$ cat src/rtl/clkb_pkg.sv
// Shared types for the burst clock generator.
// Assumes: nothing beyond IEEE 1800-2017.
package clkb_pkg;

    // Sequencer state: no burst, waiting for a period boundary, emitting pulses
    typedef enum logic [1:0] {
        SEQ_IDLE = 2'd0,
        SEQ_WAIT = 2'd1,
        SEQ_RUN  = 2'd2
    } seq_st_t;

endpackage

$ cat src/rtl/clkb_period.sv
// Free-running period counter. Counts phases 0..D-1 while enabled and holds
// phase 0 while disabled. Flags the last cycle of each period and the
// active-level window of a pulse (the first ceil(D/2) phases).
// Assumes: div_i is held stable while a burst runs.
module clkb_period #(
    parameter int DIV_W = 8
) (
    input  logic             clk,
    input  logic             rst_n,
    input  logic             en_i,
    input  logic [DIV_W-1:0] div_i,
    output logic             bnd_o,
    output logic             hi_o
);
    logic [DIV_W-1:0] dclamp;
    logic [DIV_W-1:0] dmax;
    logic [DIV_W:0]   hlen;
    logic [DIV_W-1:0] phase_q;

    // Clamp the divider to at least 2 and derive the last phase and the active-window length
    always_comb begin
        dclamp = (div_i < DIV_W'(2)) ? DIV_W'(2) : div_i;
        dmax   = dclamp - DIV_W'(1);
        hlen   = ({1'b0, dclamp} + {{DIV_W{1'b0}}, 1'b1}) >> 1;
    end

    // Advance the phase while enabled, wrapping at the end of the period
    always_ff @(posedge clk) begin
        if (!rst_n || !en_i) begin
            phase_q <= '0;
        end else if (phase_q >= dmax) begin
            phase_q <= '0;
        end else begin
            phase_q <= phase_q + DIV_W'(1);
        end
    end

    assign bnd_o = en_i && (phase_q >= dmax);
    assign hi_o  = ({1'b0, phase_q} < hlen);

endmodule

$ cat src/rtl/clkb_seq.sv
// Burst sequencer. Accepts a burst write when idle, waits for the next
// period boundary, then emits one pulse per period until the count runs out.
// Drives the registered clock pin and the first-edge marker.
// Assumes: bnd_i and hi_i come from clkb_period on the same clock.
module clkb_seq
    import clkb_pkg::*;
#(
    parameter int CNT_W = 8
) (
    input  logic             clk,
    input  logic             rst_n,
    input  logic             en_i,
    input  logic             we_i,
    input  logic [CNT_W-1:0] len_i,
    input  logic             bnd_i,
    input  logic             hi_i,
    input  logic             idle_hi_i,
    output logic             we_acc_o,
    output logic             sclk_o,
    output logic             busy_o,
    output logic             first_o
);
    seq_st_t          st_q;
    logic [CNT_W-1:0] remain_q;
    logic             first_pend_q;
    logic             sclk_q;
    logic             first_q;
    logic             lvl;

    // Accept a write only when enabled, idle and non-empty; gate the pulse level by enable
    always_comb begin
        we_acc_o = en_i && we_i && (st_q == SEQ_IDLE) && (len_i != '0);
        lvl      = en_i && (st_q == SEQ_RUN) && hi_i;
    end

    // Register the pin level and the first-edge marker together so that they line up
    always_ff @(posedge clk) begin
        if (!rst_n) begin
            sclk_q  <= 1'b0;
            first_q <= 1'b0;
        end else begin
            sclk_q  <= idle_hi_i ^ lvl;
            first_q <= lvl && first_pend_q;
        end
    end

    // Burst state machine: idle -> wait for boundary -> run N periods
    always_ff @(posedge clk) begin
        if (!rst_n) begin
            st_q         <= SEQ_IDLE;
            remain_q     <= '0;
            first_pend_q <= 1'b0;
        end else if (!en_i) begin
            st_q         <= SEQ_IDLE;
            first_pend_q <= 1'b0;
        end else begin
            case (st_q)
                SEQ_IDLE: begin
                    if (we_acc_o) begin
                        remain_q <= len_i;
                        st_q     <= SEQ_WAIT;
                    end
                end
                SEQ_WAIT: begin
                    if (bnd_i) begin
                        st_q         <= SEQ_RUN;
                        first_pend_q <= 1'b1;
                    end
                end
                SEQ_RUN: begin
                    if (lvl && first_pend_q) begin
                        first_pend_q <= 1'b0;
                    end
                    if (bnd_i) begin
                        if (remain_q == CNT_W'(1)) begin
                            st_q <= SEQ_IDLE;
                        end else begin
                            remain_q <= remain_q - CNT_W'(1);
                        end
                    end
                end
                default: st_q <= SEQ_IDLE;
            endcase
        end
    end

    assign sclk_o  = sclk_q;
    assign busy_o  = (st_q != SEQ_IDLE);
    assign first_o = first_q;

    // Dropping enable aborts the burst and parks the pin at idle
    AST_ABORT_IDLE: assert property (@(posedge clk) disable iff (!rst_n)
        !en_i |=> (!busy_o && (sclk_o == $past(idle_hi_i))));

    // No burst in flight means no pulse on the pin
    AST_IDLE_LEVEL: assert property (@(posedge clk) disable iff (!rst_n)
        !busy_o |=> (sclk_o == $past(idle_hi_i)));

    // A running burst cannot end away from a period boundary
    AST_BUSY_HELD: assert property (@(posedge clk) disable iff (!rst_n)
        (en_i && busy_o && !bnd_i) |=> busy_o);

    // A write while busy leaves the remaining count untouched
    AST_BUSY_IGNORE: assert property (@(posedge clk) disable iff (!rst_n)
        (en_i && busy_o && we_i && !bnd_i) |=> $stable(remain_q));

endmodule

$ cat src/rtl/clkb_lead.sv
// Lead-in timer. Loaded by each accepted burst write, it emits one strobe
// exactly L cycles after the write cycle. A load of 0 yields no strobe.
// Assumes: load_i is a single-cycle pulse.
module clkb_lead #(
    parameter int LEAD_W = 8
) (
    input  logic              clk,
    input  logic              rst_n,
    input  logic              en_i,
    input  logic              load_i,
    input  logic [LEAD_W-1:0] lead_i,
    output logic              start_o
);
    logic [LEAD_W-1:0] cnt_q;
    logic              armed_q;

    // Count down from the loaded lead-in and disarm once the strobe is issued
    always_ff @(posedge clk) begin
        if (!rst_n || !en_i) begin
            cnt_q   <= '0;
            armed_q <= 1'b0;
        end else if (load_i) begin
            cnt_q   <= lead_i;
            armed_q <= (lead_i != '0);
        end else if (armed_q) begin
            cnt_q <= cnt_q - LEAD_W'(1);
            if (cnt_q == LEAD_W'(1)) begin
                armed_q <= 1'b0;
            end
        end
    end

    assign start_o = armed_q && (cnt_q == LEAD_W'(1));

    // A lead-in of one puts the strobe in the very next cycle
    AST_LEAD_ONE: assert property (@(posedge clk) disable iff (!rst_n)
        (en_i && load_i && (lead_i == LEAD_W'(1))) |=> start_o);

endmodule

$ cat src/rtl/clkb_gen.sv
// Phase-aligned burst clock generator (top level). Ties the free-running
// period counter, the burst sequencer and the lead-in timer together.
// Assumes: div_i and idle_hi_i are stable during a burst.
module clkb_gen #(
    parameter int DIV_W  = 8,
    parameter int CNT_W  = 8,
    parameter int LEAD_W = 8
) (
    input  logic              clk,
    input  logic              rst_n,
    input  logic              en_i,
    input  logic [DIV_W-1:0]  div_i,
    input  logic              idle_hi_i,
    input  logic              burst_we_i,
    input  logic [CNT_W-1:0]  burst_len_i,
    input  logic [LEAD_W-1:0] lead_i,
    output logic              sclk_o,
    output logic              busy_o,
    output logic              first_edge_o,
    output logic              data_start_o
);
    logic bnd;
    logic hi;
    logic we_acc;

    clkb_period #(.DIV_W(DIV_W)) i_period (
        .clk   (clk),
        .rst_n (rst_n),
        .en_i  (en_i),
        .div_i (div_i),
        .bnd_o (bnd),
        .hi_o  (hi)
    );

    clkb_seq #(.CNT_W(CNT_W)) i_seq (
        .clk       (clk),
        .rst_n     (rst_n),
        .en_i      (en_i),
        .we_i      (burst_we_i),
        .len_i     (burst_len_i),
        .bnd_i     (bnd),
        .hi_i      (hi),
        .idle_hi_i (idle_hi_i),
        .we_acc_o  (we_acc),
        .sclk_o    (sclk_o),
        .busy_o    (busy_o),
        .first_o   (first_edge_o)
    );

    clkb_lead #(.LEAD_W(LEAD_W)) i_lead (
        .clk     (clk),
        .rst_n   (rst_n),
        .en_i    (en_i),
        .load_i  (we_acc),
        .lead_i  (lead_i),
        .start_o (data_start_o)
    );

    // The first-edge marker coincides with the pin leaving idle
    AST_FIRST_ALIGN: assert property (@(posedge clk) disable iff (!rst_n)
        first_edge_o |-> (sclk_o != $past(idle_hi_i)));

    // The first-edge marker is a single-cycle pulse
    AST_FIRST_ONCE: assert property (@(posedge clk) disable iff (!rst_n)
        first_edge_o |=> !first_edge_o);

endmodule

$ cat config.mk
export PLATFORM = sky130hd
export DESIGN_NAME = clkb_gen
export DESIGN_NICKNAME = d
export VERILOG_FILES = /design/src/rtl/clkb_pkg.sv /design/src/rtl/clkb_period.sv /design/src/rtl/clkb_seq.sv /design/src/rtl/clkb_lead.sv /design/src/rtl/clkb_gen.sv
export SDC_FILE = /design/constraint.sdc
export NUM_CORES = 1
export LEC_CHECK = 0
export ABC_AREA = 1
export CAP_MARGIN = 20
export CORE_MARGIN = 5
export CORE_UTILIZATION = 50
export DETAILED_ROUTE_END_ITERATION = 10
export GPL_TIMING_DRIVEN = 1
export MAX_ROUTING_LAYER = met4
export PLACE_DENSITY = 0.77
export SYNTH_ARGS = -nofsm -noshare
export SYNTH_HDL_FRONTEND = slang
export SYNTH_SLANG_ARGS = --single-unit
$ cat constraint.sdc
create_clock -name clk -period 2.5 [get_ports clk]
set_input_delay 0.5 -clock clk [delete_from_list [all_inputs] [get_ports clk]]
set_output_delay 0.5 -clock clk [all_outputs]
set_load 0.1 [all_outputs]
== Word-level counts from Yosys, hierarchy flattened ==
Index checks and enable logic that the tools add are counted.

* $add $sub $neg: 5
* Multiply operators: 0
* Div/mod/pow operators: 0
* Magnitude comparators: 3
* Equality and inequality tests: 10
* Shift-type cells: 0
* Muxes and demuxes: 18
* Bitwise logic cells: 1
* Reductions and logical operators: 23

{| class="wikitable"
|+ Operator list
! cell !! count
|-
| $mux W8 || 6
|-
| $sub A8 B1 Y8 const B || 3
|-
| $eq A8 B1 Y1 const B || 2
|-
| $pmux W8 S2 || 1
|-
| $reduce_bool A8 Y1 || 2
|-
| $ne A2 B2 Y1 const B || 5
|-
| $add A8 B1 Y9 const B || 1
|-
| $add A8 B1 Y8 const B || 1
|-
| $ge A8 B8 Y1 || 1
|-
| $logic_and A1 B1 Y1 || 8
|-
| $lt A8 B2 Y1 const B || 1
|-
| $lt A8 B8 Y1 || 1
|-
| $mux W2 || 4
|-
| $reduce_bool A2 Y1 || 4
|-
| $pmux W2 S3 || 1
|-
| $mux W1 || 5
|-
| $reduce_and A5 Y1 || 1
|-
| $reduce_and A4 Y1 || 1
|-
| $reduce_and A3 Y1 || 1
|-
| $eq A2 B1 Y1 const B || 1
|-
| $eq A2 B2 Y1 const B || 1
|-
| $logic_not A1 Y1 || 2
|-
| $logic_not A2 Y1 || 1
|-
| $ne A2 B1 Y1 const B || 1
|-
| other kinds (5) || 5
|}

* Flip-flop bits (word level): 30
* Bits in latches: 0
* Memory bits (writable): 0
* Memory bits (read-only): 0
* Output and inout port bits: 4
* Word-level logic and storage cells: 68
* Memories: 0

== Longest topological paths before layout ==
* Word-level depth: 8
* Mapped depth: 20

== Cells and area by module ==
A second synthesis with hierarchy kept.

* Cell total of the unflattened synthesis: 379
* Area, all modules: 2498.6 sq um

{| class="wikitable"
|+ Modules (own cells, without submodules)
! module !! times used !! cells each !! area each (sq um) !! sequential area each (sq um)
|-
| clkb_period || 1 || 140 || 1027.2 || 160.2
|-
| clkb_seq || 1 || 146 || 859.6 || 260.2
|-
| clkb_lead || 1 || 93 || 611.8 || 180.2
|}

== Worst setup path before layout ==
No wires, ideal clock.

* Kind: input to register
* From: in div_i[3]
* To: reg i_seq.remain_q[7]
* Setup time: 113 ps
* Arrival: 2550 ps
* Data required time: 2387 ps
* Path slack: -163 ps
* Cell stages on the path: 17
* Path through: buf_2 nor2_2 nand4_1 and2_1 inv_1 ha_1 nand3_1 xor2_1 ha_1 nand2_1 o21a_1 nand2_1 nand2_1 nand2_2 nand2_4 nor2_1 nor2_1

* Word-level cells in the longest chain between the ends: 7

{| class="wikitable"
|+ Ends and longest elaborated chain
! element !! line !! RTL
|-
| start, declared || clkb_gen.sv:12 || <nowiki>input logic [DIV_W-1:0] div_i,</nowiki>
|-
| $lt A8 B2 Y1 || clkb_period.sv:22 || <nowiki>dclamp = (div_i < DIV_W'(2)) ? DIV_W'(2) : div_i;</nowiki>
|-
| $mux W8 (*) || clkb_period.sv:22 ||
|-
| $sub A8 B1 Y8 (*) || clkb_period.sv:23 || <nowiki>dmax = dclamp - DIV_W'(1);</nowiki>
|-
| $ge A8 B8 Y1 (*) || clkb_period.sv:38 || <nowiki>assign bnd_o = en_i && (phase_q >= dmax);</nowiki>
|-
| $logic_and A1 B1 Y1 (*) || clkb_period.sv:38 ||
|-
| $ne A2 B2 Y1 (no source line) (*) || -- ||
|-
| $reduce_and A5 Y1 (no source line) (*) || -- ||
|-
| end signal, assigned || clkb_seq.sv:60 || <nowiki>remain_q <= len_i;</nowiki>
|-
| end signal, assigned || clkb_seq.sv:78 || <nowiki>remain_q <= remain_q - CNT_W'(1);</nowiki>
|-
| end, declared || clkb_seq.sv:24 || <nowiki>logic [CNT_W-1:0] remain_q;</nowiki>
|}

Mark *: on every way between the ends. The rest lies on a longest branch, timed or not.
A chain may end at the register's enable or synchronous reset.

== Worst setup path in the final report ==
* From: in div_i[7]
* To: reg i_seq.remain_q[6]

Same word-level chain as after synthesis.

==> summary.md <==
| Metric | Value |
|---|---|
| Status | `completed` |
| # diodes | `0` |
| Clk root buf | `clkbuf_8` |
| Unrepaired setup endpoints after global routing | `yes` |
| Worst-margin pin slew | `0.330 ns` |
| Worst hold path class | `flop to flop` |
| DRC | `0` |
| Largest net degree at the start of global routing | `14` |
| Final #Nets | `481` |
| Multi-input logic area | `0.00167 mm^2` |
| Synthesized Nets | `421` |
| CTS tree | `yes` |
| Synth Register Bits | `30` |
| Share of post-route cells with drive strength above 1 | `0.200` |
| Pins over their slew limit | `0` |
| Overall power | `0.00141 W` |
| CP startpoint kind | `input pin` |
| I/O Buffers | `32` |
| Post-CTS Hold Buffers | `0` |
| H-tree lvl count | `2` |
| Synth area leaders | `dfxtp_1 25%, nand2_1 13%, ha_1 11%` |
| Num ports | `33` |
| Worst-Skew Late Latency | `0.28 ns` |
| HPWL Detailed | `4.52 mm` |
| Post-synthesis sequential area ratio | `0.249` |
| Vias/cell | `5.23` |
| FF-to-FF Start | `i_period.phase_q[0]$_SDFF_PP0_` |
| Leading area contributor after synthesis | `dfxtp_1` |
| Critical-path cell list | `buf_6 -> nor2_2 -> nand4_1 -> and2_4 -> inv_4 -> ha_4 -> nand3_2 -> xor2_1 -> ha_1 -> nand2_1 -> o21a_1 -> nand2_1 -> nand2_2 -> nand2_4 -> nand2_4 -> nor2_1 -> nor2_1` |
| Post-DP Area | `0.00293 mm^2` |
| First-pass GRT wire length | `10.1 mm` |
| Die H | `79.5 um` |
| Final setup vio count | `0` |
| Fin crit period | `2.36 ns` |
| Worst hold path endpoint | `i_period.phase_q[0]$_SDFF_PP0_` |
| Antenna Nets Post-Route | `0` |
| Width of the die | `79.5 um` |
| Period utilization | `0.944` |
| Slew headroom | `0.780` |
| NetSw | `0.000423 W` |
| DR WL/cell | `12.2 um` |
| Async set or reset register ratio after synthesis | `0` |
| Critical path's largest stage delay | `0.27 ns` |
| FF/Latch Area | `601 um^2` |
| WL final | `5.93 mm` |
| Max VDD drop | `0.433 mV` |
| Starting Density | `0.515` |
| Worst Path Class, Setup | `input pin to flop` |
| Final Cell Area | `0.00316 mm^2` |
| Worst hold start | `i_period.phase_q[0]$_SDFF_PP0_` |
| Worst Hold Depth | `1` |
| R2R Path End | `i_seq.remain_q[1]$_SDFFE_PN0P_` |
| Most frequent cell after synthesis | `nand2_1` |
| Post-Route Skew | `0.00920 ns` |
| WP data required | `2.67 ns` |
| Vias in the first global route | `2,428` |
| Synthesized area per cell | `6.53 um^2` |
| Top cell type's share of synthesized area | `0.249` |
| # rows | `25` |
| Achievable Freq | `424 MHz` |
| Clk slew on worst S/H paths | `0.06 ns` |
| Worst Path Max Fanout | `8` |
| Post-synth EDFFs | `0` |
| Clock Tree Buf Depth | `2` |
| Post-synth top cells | `83 x nand2_1, 53 x inv_1, 48 x nor2_1` |
| Max-cap check violation count | `0` |
| CP max-delay cell | `ha_1` |
| Final hold vios | `0` |
| Post-Syn Instances | `370` |
| R2R cell count | `14` |
| Leakage | `1.51 nW` |
| Pre-antenna DRT Iters | `4` |
| Clock power share | `0.348` |
| Post-synthesis cell area | `0.00242 mm^2` |
| CTS buffer count | `5` |
| Top_reg_cell synth | `dfxtp_1` |
| CP Capture Type | `flop` |
| Clk sinks | `30` |
| Worst Path Arrival | `2.53 ns` |
| Fill cells | `405` |
| CORE AREA | `0.00469 mm^2` |
| Switching Fraction | `0.299` |
| Total gr overflow | `0` |
| Total GRT Usage | `0.203` |
| Netlist cell types | `38` |
| Initial antenna violation count | `0` |
| R2R Setup Slk | `0.79 ns` |
| Reg power frac | `0.367` |
| Vias | `2,531` |
| Area Growth Syn to Fin | `30.7%` |
| YS warnings | `0` |
| Internal | `0.000990 W` |
| Routability cong. | `0.898` |
| Pwr dens | `447 mW/mm^2` |
| Die area | `0.00632 mm^2` |
| Initial DRC count | `138` |
| Comb power frac | `0.284` |
-- power groups by stage --
stage	Combinational [W]	Clock, W	Sequential, W
5_1_grt	0.000448	0.000524	0.000521
6_report	0.000402	0.000492	0.000519
3_3_place_gp	0.000368	0	0.000528
2_1_floorplan	0.000251	0	0.000532
4_1_cts	0.000389	0.000502	0.000518
3_5_place_dp	0.000374	0	0.000528
-- stage by stage --
step / setup WS, ns / hold WS (ns) / setup TNS [ns] / instances / utilization
after floorplan: -0.000430 / 0.430 / -0.000430 / 370 / -
after global placement: -0.482 / 0.448 / -8.22 / 469 / 0.625
after detailed placement: -0.560 / 0.451 / -9.47 / 469 / 0.625
after CTS: 0.00632 / 0.465 / 0 / 482 / 0.665
after global routing: -0.0127 / 0.495 / -0.0359 / 484 / 0.673
final: 0.141 / 0.469 / 0 / 484 / 0.673
-- area by class of cell --
class | instances | area share
clock buffers | 6 | 0.0261
clock inverters | 1 | 0.00951
multi-input cells | 279 | 0.530
inverters | 56 | 0.0674
repair buffers | 58 | 0.156
flip-flops and latches | 30 | 0.190
well taps | 54 | 0.0214
-- how the worst max path moves through the flow --
stage,end,cells after the start,from,slack [ns]
floorplan,i_seq.remain_q[1]$_SDFFE_PN0P_,17,div_i[2],-0.0004
global placement,i_seq.remain_q[1]$_SDFFE_PN0P_,18,div_i[4],-0.48
detailed placement,i_seq.remain_q[1]$_SDFFE_PN0P_,17,div_i[2],-0.56
CTS,i_seq.remain_q[3]$_SDFFE_PN0P_,18,div_i[2],0.006
global route,i_seq.remain_q[7]$_SDFFE_PN0P_,19,div_i[7],-0.01
finish,i_seq.remain_q[6]$_SDFFE_PN0P_,17,div_i[7],0.14
-- layer usage --
metal | track usage | wire length, um | vias up
li1 | - | - | 1309
met1 | 0.225 | 2540 | 1145
met2 | 0.366 | 3020 | 65
met3 | 0.0361 | 265 | 12
met4 | 0.0670 | 99 | 0
met5 | - | 0 | -
-- registers in the layout, summed over array words and instances, names as in the netlist --
| name | count |
|---|---|
| i_lead.cnt_q | 8 |
| i_seq.remain_q | 8 |
| i_seq.sclk_o | 1 |
| i_seq.first_pend_q | 1 |
| i_period.phase_q | 8 |
| i_seq.first_o | 1 |
| i_lead.armed_q | 1 |
| i_seq.st_q | 2 |
-- cells in the final DEF (no fill, tap or decap), types with 3 or more instances in the layout --
cell / count
nand2_1: 78
inv_1: 50
nor2_1: 43
nand3_1: 31
dfxtp_1: 30
buf_4: 30
ha_1: 20
clkdlybuf4s50_1: 20
a21oi_1: 17
o21ai_0: 13
xor2_1: 12
nand4_1: 8
nand2_2: 7
clkbuf_8: 6
nor2_2: 5
inv_2: 5
nand2_4: 5
nor2_4: 4
nor3_1: 4
o21ai_1: 4
clkbuf_2: 4
nand3_2: 3
-- cell families (layout without fill, tap and decap cells) --
family,Yosys count,count (layout),share of synthesized area
simple gates,198,199,0.382
buf+inv,62,121,0.103
compound gates,43,43,0.0984
flops,30,30,0.249
fa+ha+maj,22,22,0.114
xor+xnor,15,15,0.0544
-- critical path: cells and delay by family --
kind	cells	cell delay (ns)
xor gates and xnor gates	1	0.15
adders and majority gates	2	0.43
buffers and inverters	2	0.15
AOI/OAI and AO/OA	1	0.18
and+or+nand+nor	11	1.11
-- timing repair --
action,in CTS,in global routing
gates cloned,1,0
gates resized for setup,24,27
pin swaps,27,26
setup buffers,5,2
setup endpoints to repair,21,19
Power figures use the tool's default switching activity.
